===== config.mk =====
export PLATFORM = sky130hd
export DESIGN_NAME = rxring_mgr
export DESIGN_NICKNAME = d
export VERILOG_FILES = /design/src/rtl/rxring_pkg.sv /design/src/rtl/rxring_ctrl.sv /design/src/rtl/rxring_dp.sv /design/src/rtl/rxring_mgr.sv
export SDC_FILE = /design/constraint.sdc
export NUM_CORES = 1
export LEC_CHECK = 0
export CELL_PAD_IN_SITES_DETAIL_PLACEMENT = 1
export CELL_PAD_IN_SITES_GLOBAL_PLACEMENT = 2
export CORE_AREA = 2 2 114 116
export DETAILED_ROUTE_END_ITERATION = 10
export DIE_AREA = 0 0 116 118
export DONT_BUFFER_PORTS = 1
export PLACE_DENSITY = 0.88
export SLEW_MARGIN = 20
export SYNTH_ARGS = -nofsm -noshare
export SYNTH_HDL_FRONTEND = slang
export SYNTH_SLANG_ARGS = --single-unit

===== constraint.sdc =====
create_clock -name clk -period 3.47 [get_ports clk]
set_clock_uncertainty 0.2 [all_clocks]
set_input_delay 0.5205 -clock clk [delete_from_list [all_inputs] [get_ports clk]]
set_output_delay 0.5205 -clock clk [all_outputs]
set_load 0.05 [all_outputs]

===== src/rtl/rxring_pkg.sv =====
package rxring_pkg;
  localparam int HDR_BYTES = 4;
  localparam logic [7:0] STAT_INTACT = 8'h01;

  typedef enum logic [1:0] {ST_IDLE, ST_RECV, ST_DROP, ST_HDR} rxState_t;

  typedef struct packed {
    logic       capStart;
    logic       dataWr;
    logic       hdrWr;
    logic [1:0] hdrIdx;
    logic       commit;
    logic       setOvw;
  } ringStrobe_t;
endpackage


===== src/rtl/rxring_ctrl.sv =====
module rxring_ctrl
  import rxring_pkg::*;
(
  input  logic        clk,
  input  logic        rst_n,
  input  logic        rxStart,
  input  logic        rxValid,
  input  logic        rxEnd,
  input  logic        rxGood,
  input  logic        wrHitsBnd,
  input  logic        endHitsBnd,
  output ringStrobe_t strb
);
  rxState_t stQ, stNext;
  logic [1:0] idxQ;

  always_comb begin
    strb   = '0;
    stNext = stQ;
    unique case (stQ)
      ST_IDLE: if (rxStart) begin
        strb.capStart = 1'b1;
        stNext        = ST_RECV;
      end
      ST_RECV: begin
        if (rxEnd) begin
          if (!rxGood) stNext = ST_IDLE;
          else if (endHitsBnd) begin
            strb.setOvw = 1'b1;
            stNext      = ST_IDLE;
          end else stNext = ST_HDR;
        end else if (rxValid) begin
          if (wrHitsBnd) begin
            strb.setOvw = 1'b1;
            stNext      = ST_DROP;
          end else strb.dataWr = 1'b1;
        end
      end
      ST_DROP: if (rxEnd) stNext = ST_IDLE;
      ST_HDR: begin
        strb.hdrWr  = 1'b1;
        strb.hdrIdx = idxQ;
        if (idxQ == 2'(HDR_BYTES - 1)) begin
          strb.commit = 1'b1;
          stNext      = ST_IDLE;
        end
      end
      default: stNext = ST_IDLE;
    endcase
  end

  always_ff @(posedge clk or negedge rst_n) begin
    if (!rst_n) begin
      stQ  <= ST_IDLE;
      idxQ <= '0;
    end else begin
      stQ  <= stNext;
      idxQ <= (stQ == ST_HDR) ? idxQ + 2'd1 : 2'd0;
    end
  end

  // a cycle carries at most one RAM write source
  assert_one_write_R2: assert property (@(posedge clk) disable iff (!rst_n)
    $onehot0({strb.dataWr, strb.hdrWr, strb.capStart}))
    else $error("two write sources in one cycle");

  // header completion returns the control to idle
  assert_commit_idle_R5: assert property (@(posedge clk) disable iff (!rst_n)
    strb.commit |=> (stQ == ST_IDLE))
    else $error("control not idle after commit");
endmodule


===== src/rtl/rxring_dp.sv =====
module rxring_dp
  import rxring_pkg::*;
#(
  parameter int PAGE_W = 8
) (
  input  logic                  clk,
  input  logic                  rst_n,
  input  logic [PAGE_W-1:0]     pageStart,
  input  logic [PAGE_W-1:0]     pageStop,
  input  logic                  curWe,
  input  logic [PAGE_W-1:0]     curData,
  input  logic                  bndWe,
  input  logic [PAGE_W-1:0]     bndData,
  input  logic                  ovwClr,
  input  logic [7:0]            rxData,
  input  ringStrobe_t           st,
  output logic                  wrHitsBnd,
  output logic                  endHitsBnd,
  output logic                  memWe,
  output logic [PAGE_W+7:0]     memAddr,
  output logic [7:0]            memData,
  output logic [PAGE_W-1:0]     curPage,
  output logic [PAGE_W-1:0]     bndPage,
  output logic                  ovwFlag,
  output logic                  ringEmpty
);
  localparam int OFF_W = 8;
  localparam int LEN_W = 16;

  logic [PAGE_W-1:0] frmPage, wrPage, endNext, bndNext;
  logic [OFF_W-1:0]  wrOff;
  logic [LEN_W-1:0]  byteCnt;
  logic [7:0]        hdrByte;

  function automatic logic [PAGE_W-1:0] stepPage(input logic [PAGE_W-1:0] p,
      input logic [PAGE_W-1:0] first, input logic [PAGE_W-1:0] last);
    logic [PAGE_W-1:0] q;
    q = p + 1'b1;
    return (q == last) ? first : q;
  endfunction

  assign endNext    = (wrOff == '0) ? wrPage : stepPage(wrPage, pageStart, pageStop);
  assign bndNext    = stepPage(bndPage, pageStart, pageStop);
  assign wrHitsBnd  = (wrPage == bndPage);
  assign endHitsBnd = (endNext == bndPage);
  assign ringEmpty  = (curPage == bndNext);

  always_comb begin
    unique case (st.hdrIdx)
      2'd0:    hdrByte = STAT_INTACT;
      2'd1:    hdrByte = 8'(endNext);
      2'd2:    hdrByte = byteCnt[7:0];
      default: hdrByte = byteCnt[15:8];
    endcase
  end

  assign memWe   = st.dataWr | st.hdrWr;
  assign memAddr = st.hdrWr ? {frmPage, (OFF_W-2)'(0), st.hdrIdx} : {wrPage, wrOff};
  assign memData = st.hdrWr ? hdrByte : rxData;

  always_ff @(posedge clk or negedge rst_n) begin
    if (!rst_n) begin
      frmPage <= '0;
      wrPage  <= '0;
      wrOff   <= '0;
      byteCnt <= '0;
    end else if (st.capStart) begin
      frmPage <= curPage;
      wrPage  <= curPage;
      wrOff   <= OFF_W'(HDR_BYTES);
      byteCnt <= '0;
    end else if (st.dataWr) begin
      wrOff   <= wrOff + 1'b1;
      byteCnt <= byteCnt + 1'b1;
      if (&wrOff) wrPage <= stepPage(wrPage, pageStart, pageStop);
    end
  end

  always_ff @(posedge clk or negedge rst_n) begin
    if (!rst_n) begin
      curPage <= '0;
      bndPage <= '0;
      ovwFlag <= 1'b0;
    end else begin
      if (st.commit)  curPage <= endNext;
      else if (curWe) curPage <= curData;
      if (bndWe) bndPage <= bndData;
      if (st.setOvw)   ovwFlag <= 1'b1;
      else if (ovwClr) ovwFlag <= 1'b0;
    end
  end

  // the write page moves only on commit or host write
  assert_cur_hold_R6: assert property (@(posedge clk) disable iff (!rst_n)
    (!st.commit && !curWe) |=> $stable(curPage))
    else $error("write page moved without cause");

  // no data byte lands in the trailing page
  assert_no_write_bnd_R7: assert property (@(posedge clk) disable iff (!rst_n)
    st.dataWr |-> (memAddr[PAGE_W+7:OFF_W] != bndPage))
    else $error("data written into trailing page");

  assert_ovw_set_R7: assert property (@(posedge clk) disable iff (!rst_n)
    st.setOvw |=> ovwFlag)
    else $error("overflow not flagged");

  assert_ovw_clear_R9: assert property (@(posedge clk) disable iff (!rst_n)
    (ovwClr && !st.setOvw) |=> !ovwFlag)
    else $error("overflow flag not cleared");

  // a committed page stays inside the ring (valid configuration)
  assert_cur_in_ring_R3: assert property (@(posedge clk) disable iff (!rst_n)
    (st.commit && frmPage >= pageStart && frmPage < pageStop)
      |=> (curPage >= pageStart && curPage < pageStop))
    else $error("write page left the ring");
endmodule


===== src/rtl/rxring_mgr.sv =====
module rxring_mgr
  import rxring_pkg::*;
#(
  parameter int PAGE_W = 8
) (
  input  logic              clk,
  input  logic              rst_n,
  input  logic [PAGE_W-1:0] pageStart,
  input  logic [PAGE_W-1:0] pageStop,
  input  logic              curWe,
  input  logic [PAGE_W-1:0] curData,
  input  logic              bndWe,
  input  logic [PAGE_W-1:0] bndData,
  input  logic              ovwClr,
  input  logic              rxStart,
  input  logic              rxValid,
  input  logic [7:0]        rxData,
  input  logic              rxEnd,
  input  logic              rxGood,
  output logic              memWe,
  output logic [PAGE_W+7:0] memAddr,
  output logic [7:0]        memData,
  output logic [PAGE_W-1:0] curPage,
  output logic [PAGE_W-1:0] bndPage,
  output logic              ovwFlag,
  output logic              ringEmpty
);
  ringStrobe_t strb;
  logic wrHitsBnd, endHitsBnd;

  rxring_ctrl u_ctrl (
    .clk(clk), .rst_n(rst_n), .rxStart(rxStart), .rxValid(rxValid),
    .rxEnd(rxEnd), .rxGood(rxGood), .wrHitsBnd(wrHitsBnd),
    .endHitsBnd(endHitsBnd), .strb(strb)
  );

  rxring_dp #(.PAGE_W(PAGE_W)) u_dp (
    .clk(clk), .rst_n(rst_n), .pageStart(pageStart), .pageStop(pageStop),
    .curWe(curWe), .curData(curData), .bndWe(bndWe), .bndData(bndData),
    .ovwClr(ovwClr), .rxData(rxData), .st(strb), .wrHitsBnd(wrHitsBnd),
    .endHitsBnd(endHitsBnd), .memWe(memWe), .memAddr(memAddr),
    .memData(memData), .curPage(curPage), .bndPage(bndPage),
    .ovwFlag(ovwFlag), .ringEmpty(ringEmpty)
  );
endmodule


==> results of run 1 <==
-- metrics by stage --
step           setup TNS [ns]  setup WS [ns]  hold slack [ns]  utilization (%)
2_1_floorplan          -0.210         -0.210           0.0249                -
3_3_place_gp          -0.0254        -0.0254           0.0267             43.0
3_5_place_dp           -0.564         -0.120           0.0283             43.0
4_1_cts                 -2.17         -0.323           0.0541             48.2
5_1_grt                 -3.40         -0.518           0.0604             48.8
6_report                -2.42         -0.357           0.0618             48.8
-- cell type report --
cell class / count / area, um^2
fillers: 1434 / 6360
flip-flops and latches: 61 / 1540
clock inverters: 4 / 72.6
well taps: 172 / 215
inverters: 11 / 41.3
repair buffers: 68 / 689
clock buffers: 12 / 236
multi-input cells: 427 / 3260
-- layer usage --
metal / global-route usage [%] / vias up
li1: - / 1963
met1: 32.0 / 2200
met2: 39.4 / 155
met3: 7.16 / 24
met4: 6.77 / 0
met5: 0 / -
-- layout by cell type, fill, tap and decap left out, types with 11 or more instances in the layout --
cell	count
nand2_1	64
buf_4	52
dfrtp_1	52
nor2_1	37
xnor2_1	33
xor2_1	30
o21ai_0	28
mux2_2	27
a21oi_1	25
nand3_1	19
mux2i_1	14
inv_1	11
or3_1	11
nor2b_1	11
-- where the power goes --
group,internal [uW],switching (uW)
clock network,628,339
registers,868,272
logic,1060,1570
-- registers in the layout (all words and copies together), names as in the netlist --
signal / count
u_dp.frmPage: 8
u_ctrl.stQ: 2
u_dp.curPage: 8
u_dp.ovwFlag: 1
u_dp.bndPage: 8
u_ctrl.idxQ: 2
u_dp.wrOff: 8
u_dp.byteCnt: 16
u_dp.wrPage: 8
-- worst paths after layout --
kind                                 startpoint               to  slack [ns]
worst max-delay path            u_dp.bndPage[3]        ringEmpty       -0.36
worst min-delay path                      bndWe  u_dp.bndPage[5]        0.06
worst max register to register   u_dp.wrPage[0]     u_dp.ovwFlag        0.34
worst min register to register  u_dp.frmPage[0]  u_dp.frmPage[0]        0.28
max in group asynchronous                 rst_n  u_dp.bndPage[1]        2.24
min in group asynchronous                 rst_n  u_dp.bndPage[7]        0.50
-- logic make-up (layout without fill, tap and decap cells) --
family | count (synthesis) | after routing | share of synthesized area, %
AOI/OAI and AO/OA | 109 | 109 | 14.7
DFF | 61 | 61 | 32.7
adders and majority gates | 6 | 6 | 1.61
and+or+nand+nor | 198 | 198 | 21.6
muxes | 45 | 45 | 10.4
xor gates and xnor gates | 69 | 69 | 14.1
buffers and inverters | 50 | 95 | 4.80
-- timing repair --
action                                  in CTS  in global routing
buffers inserted                             8                  4
endpoints found under the setup margin       9                  9
gates cloned                                 1                  0
hold endpoints to repair                    61                  0
pin swaps                                    8                  9
gates resized for setup                     39                 11
hold buffers                                 2                  0
==> metrics.txt, run 1 <==
final number of max-transition violations=0; DR WL met2=7.94 mm; post-route cell area=6050 um^2; max_cap viols=0; relative slew slack=52.1%; Post-DP Area=5340 um^2; grt ovf=0; crit path cell chain=nand4_1 > or2_2 > xnor2_1 > nor4b_2 > buf_4 > buf_4 > mux2i_1 > xor2_1 > nand2_1 > nor4_4 > buf_12; Die Y=118 um; post-layout worst setup margin=-0.357 ns; R2R depth=11; Setup crit start kind=flop; Placed Cells=approximately 730; P&R area growth vs syn=29.8%; Data required, critical path=2.75 ns; first-pass GRT wire length=25.3 mm; all-layer global routing usage=24.5%; YS warnings=0; Final min period=3.83 ns; most frequent cell after synthesis=nand2_1; fraction of registers with async set or reset after synthesis=100%; vias in the first global route=4531; Pleak=0.00254 uW; crit share post-route=110%; total power draw=4740 uW; clk slew on worst S/H paths=approximately 0.060 ns; CTS Sinks=61; slew at the pin closest to its max-slew limit=0.719 ns; Crit path depth=11; Antenna diodes=0; Clock Path Buffers=2; dpl hpwl=12.1 mm; H-tree depth=3; final hold vios=0; Initial Util=37.6%; drt wl/cell=21.8 um; most frequent CP cell=buf_4; largest net degree at the start of global routing=62; peak supply drop=0.000480 V; crit-path max FO=8; share of layout cells above drive strength 1=29.0%; critical path class=flop to output pin; most frequent cells after synthesis=65 x nand2_1, 61 x dfrtp_1, 37 x nor2_1; Yosys top cell by area=dfrtp_1; hold depth=1; CP endpoint kind=output pin; CTS buffer count=9; PortBufs=0; Core Area=between 10000 and 15000 um^2; post-DR vias/cell=5.75; worst skew pair latency=approximately 0.35 ns; Root Buffer=clkbuf_16; Post-Syn Area=4660 um^2; RSZ-0062 raised after global routing=true; CTS tree=done; nets@finish=633; top sig layer=met4; Max Clk Rate=261 MHz; top post-synthesis cells by area=dfrtp_1 33%, mux2_2 6.5%, xnor2_1 6.2%, xor2_1 6.0%, nand2_1 5.2%; row count=41; Total Wirelength=16.4 mm; DRT met1 WL=6.91 mm; syn nets=593; gp weighted congestion=0.899; failing checks=setup timing; via count=between 4000 and 5000; Min-Delay Path Class=input port to flop; DRT Pass-1 Iters=5; status=finished with violations; die width=116 um; Mapped Cells=538; DR iter-0 viols=253; Seq cells post-synth=61; Post-synth EDFFs=0; boundary pin count=92; initial antenna violation count=0; Yosys top cell area share=32.7%; main flop type after synthesis=dfrtp_1; Die Footprint=13700 um^2; PwrDens=783 nW/um^2; metal3 WL=1.33 mm; syn avg cell area=slightly below 9 um^2; synth unique cells=57; Critical-path top delay cell=dfrtp_2; Critical Path AT=3.11 ns; DRC=0; Buf/Inv on CP=3; final setup vio count=9; Final ANT Viol Nets=0; CP max stage delay=0.49 ns; CP top delay family=simple AND/OR/NAND/NOR gates; Seq/Total Area, Yosys=32.7%; post-route insts no fill=755
No activity file was read; power rests on OpenSTA's default activity.
==> run 2, diff against run 1 <==
--- a/config.mk
+++ b/config.mk
@@ -5,6 +5,7 @@
 export SDC_FILE = /design/constraint.sdc
 export NUM_CORES = 1
 export LEC_CHECK = 0
+export CAP_MARGIN = 15
 export CELL_PAD_IN_SITES_DETAIL_PLACEMENT = 1
 export CELL_PAD_IN_SITES_GLOBAL_PLACEMENT = 2
 export CORE_AREA = 2 2 114 116
==> results of run 2 <==
The final DEF is identical to that of run 1; final timing and power are the same.
